$ cat src/rtl/mvl_cal_seq.sv
module mvl_cal_seq #(
  parameter int DAC_W    = 8,
  parameter int ADC_W    = 5,
  parameter int SETTLE_W = 8
) (
  input  logic                  clk,
  input  logic                  rst_n,
  input  logic                  start,
  input  logic [SETTLE_W-1:0]   settle,
  output logic [DAC_W-1:0]      dac_code,
  input  logic [ADC_W-1:0]      adc_code,
  input  logic                  adc_valid,
  output logic                  busy,
  output logic                  done,
  output logic                  cal_error,
  output logic [(1<<ADC_W)-1:0] missing,
  input  logic [ADC_W-1:0]      lk_sym,
  output logic [DAC_W-1:0]      lk_code
);

  localparam int NSYM  = 1 << ADC_W;
  localparam int SHIFT = DAC_W - ADC_W;
  localparam logic [DAC_W-1:0] DAC_MAX = '1;

  typedef enum logic [1:0] {S_IDLE, S_SETTLE, S_WAIT, S_FINAL} state_t;

  state_t              state;
  logic [SETTLE_W-1:0] cnt, settle_q;
  logic [NSYM-1:0]     seen;
  logic [DAC_W-1:0]    lo_tab  [NSYM];
  logic [DAC_W-1:0]    hi_tab  [NSYM];
  logic [DAC_W-1:0]    lut     [NSYM];

  assign busy    = (state != S_IDLE);
  assign lk_code = lut[lk_sym];

  function automatic logic [DAC_W-1:0] mid_of(input logic [DAC_W-1:0] a, input logic [DAC_W-1:0] b);
    logic [DAC_W:0] s;
    s = {1'b0, a} + {1'b0, b};
    return s[DAC_W:1];
  endfunction

  function automatic logic [DAC_W-1:0] dflt(input int i);
    return DAC_W'(i << SHIFT);
  endfunction

  always_ff @(posedge clk or negedge rst_n) begin
    if (!rst_n) begin
      state     <= S_IDLE;
      cnt       <= '0;
      settle_q  <= '0;
      dac_code  <= '0;
      seen      <= '0;
      done      <= 1'b0;
      cal_error <= 1'b0;
      missing   <= '0;
      for (int i = 0; i < NSYM; i++) begin
        lo_tab[i] <= '0;
        hi_tab[i] <= '0;
        lut[i]    <= dflt(i);
      end
    end else begin
      case (state)
        S_IDLE: if (start) begin
          state     <= S_SETTLE;
          settle_q  <= settle;
          cnt       <= '0;
          dac_code  <= '0;
          seen      <= '0;
          done      <= 1'b0;
          cal_error <= 1'b0;
          missing   <= '0;
        end
        S_SETTLE: begin
          if (cnt == settle_q) state <= S_WAIT;
          else                 cnt   <= cnt + 1'b1;
        end
        S_WAIT: if (adc_valid) begin
          if (!seen[adc_code]) begin
            lo_tab[adc_code] <= dac_code;
            seen[adc_code]   <= 1'b1;
          end
          hi_tab[adc_code] <= dac_code;
          if (dac_code == DAC_MAX) begin
            state <= S_FINAL;
          end else begin
            dac_code <= dac_code + 1'b1;
            cnt      <= '0;
            state    <= S_SETTLE;
          end
        end
        S_FINAL: begin
          for (int i = 0; i < NSYM; i++)
            lut[i] <= seen[i] ? mid_of(lo_tab[i], hi_tab[i]) : dflt(i);
          missing   <= ~seen;
          cal_error <= ~&seen;
          done      <= 1'b1;
          dac_code  <= '0;
          state     <= S_IDLE;
        end
        default: state <= S_IDLE;
      endcase
    end
  end

  AST_DAC_ASCENDS: assert property (@(posedge clk) disable iff (!rst_n)
    (busy && $past(busy) && dac_code != $past(dac_code)) |-> dac_code == $past(dac_code) + 1'b1);

  AST_START_IGNORED: assert property (@(posedge clk) disable iff (!rst_n)
    (busy && state != S_FINAL && start) |=> (busy && !done));

  AST_NO_EARLY_STEP: assert property (@(posedge clk) disable iff (!rst_n)
    (state == S_WAIT && !adc_valid) |=> $stable(dac_code));

  AST_DONE_IDLE: assert property (@(posedge clk) disable iff (!rst_n)
    done |-> (!busy && dac_code == '0));

  AST_ERR_MATCHES_MISS: assert property (@(posedge clk) disable iff (!rst_n)
    $rose(done) |-> (cal_error == (missing != '0)));

  AST_LUT_HELD: assert property (@(posedge clk) disable iff (!rst_n)
    (busy && $past(busy) && $stable(lk_sym)) |-> $stable(lk_code));

endmodule

$ cat config.mk
export PLATFORM = sky130hd
export DESIGN_NAME = mvl_cal_seq
export DESIGN_NICKNAME = d
export VERILOG_FILES = /design/src/rtl/mvl_cal_seq.sv
export SDC_FILE = /design/constraint.sdc
export NUM_CORES = 2
export LEC_CHECK = 0
export BUFFER_PORTS_ARGS = -buffer_cell sky130_fd_sc_hd__buf_2
export CORE_MARGIN = 2
export CORE_UTILIZATION = 45
export CTS_CLUSTER_SIZE = 12
export DETAILED_ROUTE_END_ITERATION = 10
export GPL_TIMING_DRIVEN = 0
export SLEW_MARGIN = 20
export SYNTH_ARGS = -nofsm -noshare
export SYNTH_HDL_FRONTEND = slang
export SYNTH_SLANG_ARGS = --single-unit
$ cat constraint.sdc
create_clock -name clk -period 3.1 [get_ports clk]
set_clock_uncertainty 0.05 [all_clocks]
set_input_delay 0.465 -clock clk [delete_from_list [all_inputs] [get_ports clk]]
set_output_delay 0.465 -clock clk [all_outputs]
set_load 0.01 [all_outputs]
==> qor.csv <==
stage,metric,value,unit
floorplanning,std_cell_rows,115,
drt,firstDrtPassIters,5,
place,placed_area,46450,µm²
logic_synthesis,ys_ff_latch,860,
logic_synthesis,yosysUniqueCellTypes,65,
clocking,cts_buffer_depth,3,
layout,area_growth,12.91,%
clocking,numClockSinks,860,
setup_path,critPathRequiredTime,2580,ps
sta,finalSetupViolations,8,
logic_synthesis,synthArstFlopShare,100.0,%
sta,fmax,0.3141,GHz
logic_synthesis,synth_warnings,0,
global_route,grt_pass1_vias,31210,
layout,final_cells,5249,
clocking,clock_latency,680,ps
floorplanning,core_area,97990,µm²
job,maxCapViolCount,0,
logic_synthesis,synth_nets,3980,
global_route,grt_max_degree,136,
worst_hold_path,min_path_type,input port to flop,
logic_synthesis,syn_inst,3700,
sta,fin_crit_sh,102.7,%
floorplanning,die_h,317.7,µm
floorplanning,dieArea,100900,µm²
logic_synthesis,synth_edf_count,0,
drt,wire_per_inst,27.00,µm
logic_synthesis,synth_top_cell_area_share,44.08,%
clocking,cts_tree,yes,
pwr,ir_drop,0.0005407,V
layout,finalNetCount,4161,
sta,rsz0062_at_grt,true,
layout,ff_latch_area,21620,µm²
sta,timing.hold.ws,88.11,ps
drt,routed_via_density,5.965,
clocking,clk_pin_slew,60,ps
logic_synthesis,syn_area_per_cell,11.97,µm²
setup_path,crit_fanout,2,
setup_path,startpoint_type,flop,
global_route,grt_use_total,28.11,%
setup_path,end_kind,output port,
sta,period_minus_slack,3184,ps
logic_synthesis,yosysSeqAreaShare,48.83,%
global_route,gr-total-overflow,0,
floorplanning,fp.dieW,317.7,µm
drt,drc,0,
layout,drive_gt1_share,26.37,%
layout,fillers,8697,
drt,drtAntennaViolNets,0,
logic_synthesis,synth_top_area_cell,dfrtp_1,
floorplanning,ios,73,
floorplanning,initial_utilization,45.19,%
pwr,power_density,555.8,nW/µm²
sta,setup_tns,-400.9,ps
place,dp.cells,5057,
outcome,violations,setup timing,
worst_hold_path,hold_path.startpoint,adc_valid,
outcome,outcome,finished with violations,
sta,timing.final.ws_setup,-83.72,ps
drt,drt_wl_total,141700,µm
setup_path,arrival,2670,ps
logic_synthesis,synthMostInstantiatedCell,dfrtp_1,
pwr,p_leak,24.93,nW
sta,hold_viol_final,0,
clocking,cts_root_buffer,clkbuf_16,
sta,maxSlewHeadroom,16.52,%
layout,stdcell_area,49990,µm²
place,gp_congestion,0.9390,
place,dp_hpwl,101500,µm
drt,dr_total_vias,31310,
logic_synthesis,yosys-top-cells-count,"dfrtp_1 (780), nand2_1 (433), mux2_2 (425), ha_1 (226), a21oi_1 (167)",
sta,drv_slew,0,
clocking,numCtsBuffers,94,
sta,tightest_slew,1252,ps
place,portBuffers,62,
global_route,grt_first_pass_wirelength,209200,µm
setup_path,rr_startpoint,state[1],
setup_path,worstSetupPathType,flop to output port,
setup_path,crit_start,lut[25],
drt,drt_iter0_markers,2717,
global_route,antenna_found_initial,20,
logic_synthesis,ys_top_cells_by_area,"dfrtp_1 (44%), mux2_2 (11%), ha_1 (6.4%)",
layout,multi_input_area,21630,µm²
logic_synthesis,netlist_area,44280,µm²
logic_synthesis,synth_flop_cell,dfrtp_1,
clocking,cts-htree-levels,3,
[cells in the final DEF (no fill, tap or decap), drive strengths merged, types with 23 or more instances in the layout]
cell	instances
xor2	52
mux4	80
mux2	521
o21ai	166
nor2	111
buf	127
o22ai	40
nand3	108
a21oi	167
or3	34
dfrtp	780
o22a	40
clkinv	23
fa	32
a31oi	29
ha	226
clkbuf	276
mux2i	49
xnor2	122
nand2	447
o211ai	54
a21o	62
nand4	53
inv	84
dfstp	80
and2	33
[power breakdown]
part           total [mW]  switching (mW)  internal, mW
Sequential           12.8           0.570          12.2
Combinational        3.43            2.27          1.16
Clock                11.5            4.77          6.76
[cell families (layout without fill, tap and decap cells)]
logic type,after synthesis,count (layout),synth area share [%]
other,0,3,0
AOI/OAI and AO/OA,608,608,8.421
buffers and inverters,265,524,2.478
adders and majority gates,258,258,7.833
xor gates and xnor gates,174,174,3.442
and+or+nand+nor,885,885,10.02
DFF,860,860,48.83
muxes,650,650,18.97
[critical path, stage by stage (launching register included)]
cell and delay [ps]:
dfrtp_1 420, mux4_2 590, mux4_2 530, mux2_4 320, buf_6 130
[routing by layer]
layer / share of wire [%] / vias to the layer above / GRT usage (%)
li1: - / 13750 / -
met2: 44 / 1126 / 43.29
met3: 7.6 / 326 / 5.534
met1: 43 / 16100 / 38.81
met4: 4.9 / 10 / 12.07
met5: 0.047 / - / 0
[cell type report]
class                           instances  share of cell area (%)
Antenna cell                            3                 0.01502
Buffer                                185                   1.875
Clock buffer                          142                   5.714
Clock inverter                         32                  0.6082
Inverter                               80                  0.6006
Multi-Input combinational cell       2575                   43.26
Sequential cell                       860                   43.25
Tap cell                             1287                   3.221
Timing Repair Buffer                   85                   1.462
[through the flow]
stage	total power [mW]	util [%]	setup WS, ps
floorplan	14.52	-	339.3
global placement	16.22	47.15	-17470
detailed placement	16.29	47.40	-1377
CTS	27.88	50.92	-214.2
global route	28.63	51.02	-127.8
finish	27.79	51.02	-83.72
[path summary, 6_finish.rpt]
path	cells past startpoint	slack (ps)	end
max in group asynchronous	5	840	lut[64]
setup / recovery	4	-80	lk_code[1]
setup reg to reg	6	70	missing[0]
hold / removal	4	90	state[1]
min in group asynchronous	2	280	lo_tab[219]
hold reg to reg	2	420	lut[200]
[sequential cells by signal, indices dropped and copies added, names as in the netlist]
register / flops
missing: 32
done: 1
dac_code: 8
hi_tab: 256
lo_tab: 256
state: 2
seen: 32
lut: 256
settle_q: 8
cal_error: 1
cnt: 8
[repair_timing]
action / 4_1_cts / 5_1_grt
gates resized for setup: 76 / 25
endpoints found under the hold margin: 79 / 0
cloned: 0 / 0
buffers inserted: 1 / 5
hold buffers: 9 / 0
setup endpoints to repair: 369 / 136
No activity file was read; power rests on OpenSTA's default activity.
